--- src/rtl/adcrd_pkg.sv ---
package adcrd_pkg;

    localparam int FRAME_LEN  = 24;
    localparam int RES_W      = 12;
    localparam int NULL_SLOT  = 11;
    localparam int IDX_W      = $clog2(FRAME_LEN + 1);
    localparam int START_SLOT = 5;

    typedef enum logic [2:0] {
        PH_IDLE,
        PH_SETUP,
        PH_LOW,
        PH_HIGH,
        PH_HOLD
    } phase_e;

endpackage

--- src/rtl/adcrd_halftick.sv ---
module adcrd_halftick #(
    parameter int DIV_W = 16
) (
    input  logic             clk,
    input  logic             rst_n,
    input  logic             run_i,
    input  logic [DIV_W-1:0] half_i,
    output logic             tick_o
);
    logic [DIV_W-1:0] cnt_d, cnt_q;
    logic             tick;

    always_comb begin
        tick  = run_i && (cnt_q == half_i - 1'b1);
        cnt_d = cnt_q;
        if (!run_i || tick) begin
            cnt_d = '0;
        end else begin
            cnt_d = cnt_q + 1'b1;
        end
    end

    always_ff @(posedge clk or negedge rst_n) begin
        if (!rst_n) cnt_q <= '0;
        else        cnt_q <= cnt_d;
    end

    assign tick_o = tick;
endmodule

--- src/rtl/adcrd_cmdword.sv ---
module adcrd_cmdword
    import adcrd_pkg::*;
(
    input  logic                 sgl_i,
    input  logic [2:0]           chan_i,
    output logic [FRAME_LEN-1:0] cmd_o
);
    // Slot k of the frame is held in bit FRAME_LEN-1-k.
    always_comb begin
        cmd_o = '0;
        cmd_o[FRAME_LEN-1-START_SLOT]     = 1'b1;
        cmd_o[FRAME_LEN-1-(START_SLOT+1)] = sgl_i;
        for (int i = 0; i < 3; i++) begin
            cmd_o[FRAME_LEN-1-(START_SLOT+2+i)] = chan_i[2-i];
        end
    end
endmodule

--- src/rtl/adc_read_ctrl.sv ---
module adc_read_ctrl
    import adcrd_pkg::*;
#(
    parameter int CLK_HZ      = 100_000_000,
    parameter int MIN_SCLK_HZ = 10_000,
    parameter int DIV_W       = 16
) (
    input  logic             clk,
    input  logic             rst_n,
    input  logic             start_i,
    input  logic             sgl_i,
    input  logic [2:0]       chan_i,
    input  logic [DIV_W-1:0] half_div_i,
    input  logic             dout_i,
    output logic             cs_n_o,
    output logic             sclk_o,
    output logic             din_o,
    output logic             busy_o,
    output logic             valid_o,
    output logic [11:0]      result_o,
    output logic             null_err_o
);
    localparam int MAX_HALF_RAW = CLK_HZ / (2 * MIN_SCLK_HZ);
    localparam int MAX_HALF     = (MAX_HALF_RAW < 2) ? 2 : MAX_HALF_RAW;
    localparam logic [DIV_W-1:0] HALF_HI = DIV_W'(MAX_HALF);
    localparam logic [DIV_W-1:0] HALF_LO = DIV_W'(2);

    typedef struct packed {
        phase_e               ph;
        logic [DIV_W-1:0]     half;
        logic [FRAME_LEN-1:0] cmd;
        logic [FRAME_LEN-1:0] rx;
        logic [IDX_W-1:0]     idx;
        logic                 cs_n;
        logic                 sclk;
        logic                 din;
        logic                 valid;
        logic                 err;
        logic [RES_W-1:0]     res;
    } state_t;

    state_t               s_d, s_q;
    logic                 tick;
    logic [FRAME_LEN-1:0] cmd_w;
    logic [DIV_W-1:0]     half_eff;

    adcrd_cmdword u_cmd (
        .sgl_i  (sgl_i),
        .chan_i (chan_i),
        .cmd_o  (cmd_w)
    );

    adcrd_halftick #(.DIV_W(DIV_W)) u_tick (
        .clk    (clk),
        .rst_n  (rst_n),
        .run_i  (s_q.ph != PH_IDLE),
        .half_i (s_q.half),
        .tick_o (tick)
    );

    always_comb begin
        if (half_div_i < HALF_LO)      half_eff = HALF_LO;
        else if (half_div_i > HALF_HI) half_eff = HALF_HI;
        else                           half_eff = half_div_i;
    end

    always_comb begin
        s_d       = s_q;
        s_d.valid = 1'b0;
        unique case (s_q.ph)
            PH_IDLE: begin
                s_d.cs_n = 1'b1;
                s_d.sclk = 1'b1;
                s_d.din  = 1'b0;
                if (start_i) begin
                    s_d.ph   = PH_SETUP;
                    s_d.cs_n = 1'b0;
                    s_d.half = half_eff;
                    s_d.cmd  = cmd_w;
                    s_d.rx   = '0;
                    s_d.idx  = '0;
                end
            end
            PH_SETUP, PH_HIGH: begin
                if (tick) begin
                    if (s_q.idx == IDX_W'(FRAME_LEN)) begin
                        s_d.ph = PH_HOLD;
                    end else begin
                        s_d.ph   = PH_LOW;
                        s_d.sclk = 1'b0;
                        s_d.din  = s_q.cmd[FRAME_LEN-1];
                        s_d.cmd  = {s_q.cmd[FRAME_LEN-2:0], 1'b0};
                    end
                end
            end
            PH_LOW: begin
                if (tick) begin
                    s_d.ph   = PH_HIGH;
                    s_d.sclk = 1'b1;
                    s_d.rx   = {s_q.rx[FRAME_LEN-2:0], dout_i};
                    s_d.idx  = s_q.idx + 1'b1;
                end
            end
            PH_HOLD: begin
                if (tick) begin
                    s_d.ph    = PH_IDLE;
                    s_d.cs_n  = 1'b1;
                    s_d.din   = 1'b0;
                    s_d.valid = 1'b1;
                    s_d.res   = s_q.rx[RES_W-1:0];
                    s_d.err   = s_q.rx[FRAME_LEN-1-NULL_SLOT];
                end
            end
            default: s_d.ph = PH_IDLE;
        endcase
    end

    always_ff @(posedge clk or negedge rst_n) begin
        if (!rst_n) begin
            s_q      <= '0;
            s_q.ph   <= PH_IDLE;
            s_q.half <= HALF_LO;
            s_q.cs_n <= 1'b1;
            s_q.sclk <= 1'b1;
        end else begin
            s_q <= s_d;
        end
    end

    assign cs_n_o     = s_q.cs_n;
    assign sclk_o     = s_q.sclk;
    assign din_o      = s_q.din;
    assign busy_o     = (s_q.ph != PH_IDLE);
    assign valid_o    = s_q.valid;
    assign result_o   = s_q.res;
    assign null_err_o = s_q.err;
endmodule

--- config.mk ---
export PLATFORM = sky130hd
export DESIGN_NAME = adc_read_ctrl
export DESIGN_NICKNAME = d
export VERILOG_FILES = /design/src/rtl/adcrd_pkg.sv /design/src/rtl/adcrd_halftick.sv /design/src/rtl/adcrd_cmdword.sv /design/src/rtl/adc_read_ctrl.sv
export SDC_FILE = /design/constraint.sdc
export NUM_CORES = 1
export LEC_CHECK = 0
export BUFFER_PORTS_ARGS = -buffer_cell sky130_fd_sc_hd__buf_4
export CORE_MARGIN = 3
export CORE_UTILIZATION = 55
export CTS_CLUSTER_DIAMETER = 40
export DETAILED_ROUTE_END_ITERATION = 8
export MAX_ROUTING_LAYER = met4
export PLACE_DENSITY = 0.77
export SLEW_MARGIN = 20
export SYNTH_ARGS = -nofsm -noshare
export SYNTH_HDL_FRONTEND = slang
export SYNTH_SLANG_ARGS = --single-unit
export TNS_END_PERCENT = 5
--- constraint.sdc ---
create_clock -name clk -period 3.42 [get_ports clk]
set_input_delay 0.684 -clock clk [delete_from_list [all_inputs] [get_ports clk]]
set_output_delay 0.684 -clock clk [all_outputs]
set_load 0.02 [all_outputs]
### Word-level counts from Yosys, hierarchy flattened

Cells that the tools add are included.

* add/sub/neg operators: 3
* reductions and logical operators: 19
* muxes and demuxes: 22
* equal/unequal tests: 11
* $lt $le $gt $ge: 2

Operators by type and width (number)
* $mux W73: 1
* $mux W16: 3
* $mux W24: 2
* $pmux W24 S2: 1
* $pmux W18 S2: 1
* $mux W18: 1
* $add A16 B1 Y16 const B: 1
* $eq A16 B16 Y1: 1
* $gt A16 B13 Y1 const B: 1
* $lt A16 B2 Y1 const B: 1
* $reduce_and A4 Y1: 4
* $sub A16 B1 Y16 const B: 1
* $mux W15: 1
* $mux W14: 1
* $mux W3: 4
* $pmux W3 S4: 1
* $ne A2 B2 Y1 const B: 5
* $reduce_bool A3 Y1: 3
* $eq A3 B2 Y1 const B: 2
* $pmux W1 S3: 2
* $reduce_and A2 Y1: 3
* $reduce_bool A2 Y1: 3
* $add A5 B1 Y5 const B: 1
* $eq A5 B5 Y1 const B: 1
* other kinds (11): 12

* bits in registers: 94
* input bits: 24
* output and inout bits: 18
* word-level logic and storage cells: 69

### Depth between registers and ports, before layout

* depth in word-level cells: 5
* mapped depth: 11
* gate-level depth less buffers: 10

### Modules after synthesis

A second synthesis with hierarchy kept.

* cell total of the unflattened synthesis: 515
* area, all modules: 5187.5 µm²

Modules (own cells, without submodules)
* adc_read_ctrl: area an instance 3543.4 µm², times used 1, sequential area each 1955.6 µm², cells an instance 320
* adcrd_halftick: area an instance 1456.4 µm², times used 1, sequential area each 400.4 µm², cells an instance 169
* adcrd_cmdword: area an instance 187.7 µm², times used 1, sequential area each 0.0 µm², cells an instance 26

### Least setup slack after synthesis

Ideal clock, no wire load.

* path kind: register -> register
* start point: register s_q[71] (netlist name)
* end point: register s_q (netlist bit null_err_o)
* buffers on the path: 1
* setup slack: 0.590 ns
* library setup time: 0.125 ns
* stages on the path, launching flop included: 12
* clock period less this slack: 2.830 ns
* data required time: 3.295 ns
* data arrival time: 2.705 ns
* cells stage by stage: dfstp_2 inv_1 ha_1 xor2_1 nor2_1 a41oi_2 a2111oi_4 nand4_4 nor2_4 nand3_4 buf_6 mux2_4

* cells in the longest elaborated chain, start to end: 4

RTL lines
* start, declared: line adc_read_ctrl.sv:42 `state_t s_d, s_q;`
* $sub A16 B1 Y16: line adcrd_halftick.sv:14 `tick = run_i && (cnt_q == half_i - 1'b1);`
* $eq A16 B16 Y1: line adcrd_halftick.sv:14
* $logic_and A1 B1 Y1: line adcrd_halftick.sv:14
* $reduce_and A2 Y1 (no line)

Every way passes these cells.
A chain may end at the register's enable or synchronous reset.

### Worst setup path in the final report

* start point: register s_q[70] (netlist name)
* end point: register s_q (netlist bit result_o[10])

Same word-level chain as after synthesis.

==> qor.txt <==
======================================================================================================
Result of the run                                                                            completed
Overall routing resource usage                                                                   20.7%
Critical Path Start Type                                                                      register
Commonest cells post-synth                                                                sky130_fd_sc_hd__dfrtp_1 (90), sky130_fd_sc_hd__nand2_1 (65), sky130_fd_sc_hd__nor2_1 (42)
Net count of the finished layout                                                                   512
Final setup violation count                                                                          0
Number of nets with antenna violations after detailed routing                                        0
Area overhead of the layout relative to synthesis                                                10.9%
FF-to-FF path depth                                                                                 10
Ant. Diodes                                                                                          0
Slack of the worst reg-to-reg path                                                             0.23 ns
Wire length of the first global-routing pass                                                  15700 um
WL final                                                                                       9210 um
Total power per unit cell area                                                             364 mW/mm^2
Critical path capture point type                                                              register
Initial antenna violation count                                                                      0
Cell accounting for the most synthesized area                                             sky130_fd_sc_hd__dfrtp_1
Launching point of the worst reg2reg path                                                 s_q[70]$_DFFE_PN0P_
Hold Path Class                                                                           input port to asynchronous set/reset pin
Shortest period the worst path allows                                                          3.19 ns
Number of distinct library cell variants in the gate-level netlist after synthesis                  53
Core region area                                                                          0.00826 mm^2
Number of port buffers                                                                              41
Least-Margin Pin Slew                                                                         0.886 ns
Cts bufs inserted                                                                                    9
Number of hold buffers added after cts                                                               0
Number of remaining DRC errors                                                                       0
Multi-input logic area                                                                    0.00209 mm^2
Yosys warnings                                                                                       0
Finished layout cell area                                                                 0.00519 mm^2
TritonCTS sink count                                                                                93
Fraction of layout instances using a drive strength above 1                                      20.7%
Portion of synthesized cell area occupied by the leading cell type                               48.1%
Data arrival, critical path                                                                    3.44 ns
Fin. Hold Viols                                                                                      0
Dpl cell area                                                                             0.00498 mm^2
Crit Path Class                                                                           register to register
Crit share post-route                                                                            93.4%
Area used by sequential logic in the layout                                               0.00233 mm^2
CTS tree                                                                                           yes
Layout Utilization                                                                               62.9%
Worst relative slew slack                                                                        40.8%
RSZ-0062 raised after global routing                                                                no
Most frequent cell after synthesis                                                        sky130_fd_sc_hd__dfrtp_1
Initial standard-cell utilization of the core                                                    56.7%
Number of filler cells placed in the layout                                                        666
Cell with the largest stage delay on the worst path                                       sky130_fd_sc_hd__dfrtp_1
Fmax                                                                                         0.313 GHz
Setup skew after layout                                                                      0.0130 ns
Router iterations before antenna repair                                                              4
Post-Syn Nets                                                                                      481
Total vias in the final route                                                                     3322
RD Place Congestion                                                                              0.819
Setup_tns                                                                                         0 ns
Maximum vdd drop                                                                              0.196 mV
Maximum number of buffers from clock root to sink                                                    2
Max-cap violations                                                                                   0
Static Leak                                                                                    2.48 nW
Clk Latency, worst-skew pair                                                                   0.37 ns
Crit path max-delay family                                                                simple AND/OR/NAND/NOR gates
Post-synthesis area per instance                                                             10.3 um^2
Number of placement rows                                                                            33
HPWL after DPL                                                                                 6590 um
Die H                                                                                          98.2 um
Share of synthesized registers carrying an async set or reset                                     100%
DRC violation total after the first TritonRoute iteration                                          134
Count of flip-flops with a built-in enable after synthesis                                           0
Worst path cell trace                                                                     inv_1 > ha_1 > nor3b_2 > xnor2_1 > a32oi_1 > a2111oi_4 > nand4_4 > nor2_4 > nand3_4 > mux2_4
Top post-synthesis cells by area                                                          sky130_fd_sc_hd__dfrtp_1 (48%), sky130_fd_sc_hd__nand2_1 (5.2%), sky130_fd_sc_hd__a22o_1 (3.7%), sky130_fd_sc_hd__nor2_1 (3.4%), sky130_fd_sc_hd__xor2_1 (3.4%)
Flip-flop cell with the highest count after synthesis                                     sky130_fd_sc_hd__dfrtp_1
Critical path data required time                                                               3.67 ns
Clock transition at the register clock pins on the worst setup and hold paths after CTS        0.11 ns
Die X                                                                                          98.2 um
Maximum number of pins on one net before global-route repair                                        45
Post-Synthesis Cells                                                                               453
End of the worst register-to-register path                                                result_o[10]$_DFFE_PN0P_
CTS HTree Levels                                                                                     3
Clock root buffer master                                                                  sky130_fd_sc_hd__clkbuf_8
Vias in the first global route                                                                    3266
Final max-slew violation count                                                                       0
Post-DR wirelength/cell                                                                        15.5 um
Total global routing overflow                                                                        0
Buf/Inv on CP                                                                                        1
Via/cell ratio                                                                                    5.59
Ports                                                                                               42
Sequential cell area fraction in the yosys report                                                49.8%
Total standard cell area after synthesis                                                  0.00468 mm^2
Number of synthesized register bits                                                                 93
Total Die Area                                                                            0.00965 mm^2
Maximum fanout along the worst path                                                                 15
Max stage delay on crit path                                                                   0.45 ns
======================================================================================================
==> flip-flops by register name, summed over array words and instances (netlist names) <==
register / cells
valid_o: 1
null_err_o: 1
result_o: 12
s_q: 60
u_tick.cnt_q: 16
din_o: 1
sclk_o: 1
cs_n_o: 1
==> layer usage <==
metal | track usage (%) | vias up | part of all wire [%]
li1 | - | 1612 | -
met1 | 27.8 | 1622 | 48
met2 | 31.6 | 77 | 46
met3 | 5.07 | 11 | 4.5
met4 | 5.78 | 0 | 1.2
met5 | - | - | 0
==> worst max-delay path by stage <==
stage	start	endpoint	slack [ns]	cells past startpoint
after global placement	s_q[70]$_DFFE_PN0P_	s_q[23]$_DFFE_PN0P_	0.40	10
final	s_q[70]$_DFFE_PN0P_	result_o[10]$_DFFE_PN0P_	0.23	10
after floorplan	s_q[71]$_DFFE_PN1P_	null_err_o$_DFFE_PN0P_	0.59	11
after global routing	s_q[70]$_DFFE_PN0P_	result_o[10]$_DFFE_PN0P_	0.08	10
after detailed placement	s_q[70]$_DFFE_PN0P_	s_q[30]$_DFFE_PN0P_	0.22	10
after CTS	s_q[70]$_DFFE_PN0P_	s_q[25]$_DFFE_PN0P_	0.16	11
==> cell families (layout without fill, tap and decap cells) <==
logic type	Yosys count	after routing	synth area share, %
simple gates	175	175	19.6
mux	19	19	5.27
xor+xnor	34	34	6.36
compound gates	81	81	12.4
fa+ha+maj	4	4	1.07
flops	93	93	49.8
buf+inv	47	83	5.43
==> power by group <==
group          switching [W]  internal (W)  total (W)
sequential                 0       0.00110    0.00110
combinational      0.0000320     0.0000209  0.0000529
clock               0.000448      0.000290   0.000738
total               0.000480       0.00141    0.00189
==> layout make-up <==
class                      count  area share, %
tap                          105           2.53
sequential                    93           44.9
inverter                      18           1.30
clock inverter                 7           1.45
timing repair buffer          49           7.09
multi-input combinational    313           40.3
clock buffer                   9           2.39
==> layout by cell type (no fill, tap or decap), types with 16 or more instances in the layout <==
master,n
sky130_fd_sc_hd__xor2_1,18
sky130_fd_sc_hd__o21ai_0,29
sky130_fd_sc_hd__nor2_1,42
sky130_fd_sc_hd__a22o_1,20
sky130_fd_sc_hd__xnor2_1,16
sky130_fd_sc_hd__nand3_1,17
sky130_fd_sc_hd__dfrtp_1,90
sky130_fd_sc_hd__buf_4,49
sky130_fd_sc_hd__nand2_1,65
sky130_fd_sc_hd__inv_1,18
==> through the flow <==
step / setup slack, ns / cells / hold slack (ns) / power [W]
detailed placement: 0.220 / 577 / 0.478 / 0.00117
global route: 0.0832 / 594 / 0.318 / 0.00197
finish: 0.226 / 594 / 0.305 / 0.00189
CTS: 0.155 / 593 / 0.310 / 0.00191
floorplan: 0.590 / 453 / 0.388 / 0.00113
global placement: 0.399 / 577 / 0.470 / 0.00117
==> what timing repair did <==
item	in CTS	in global routing
hold endpoints to repair	0	0
setup buffers	0	1
resized for setup	0	0
endpoints found under the setup margin	0	10
(Power assumes the default switching activity.)
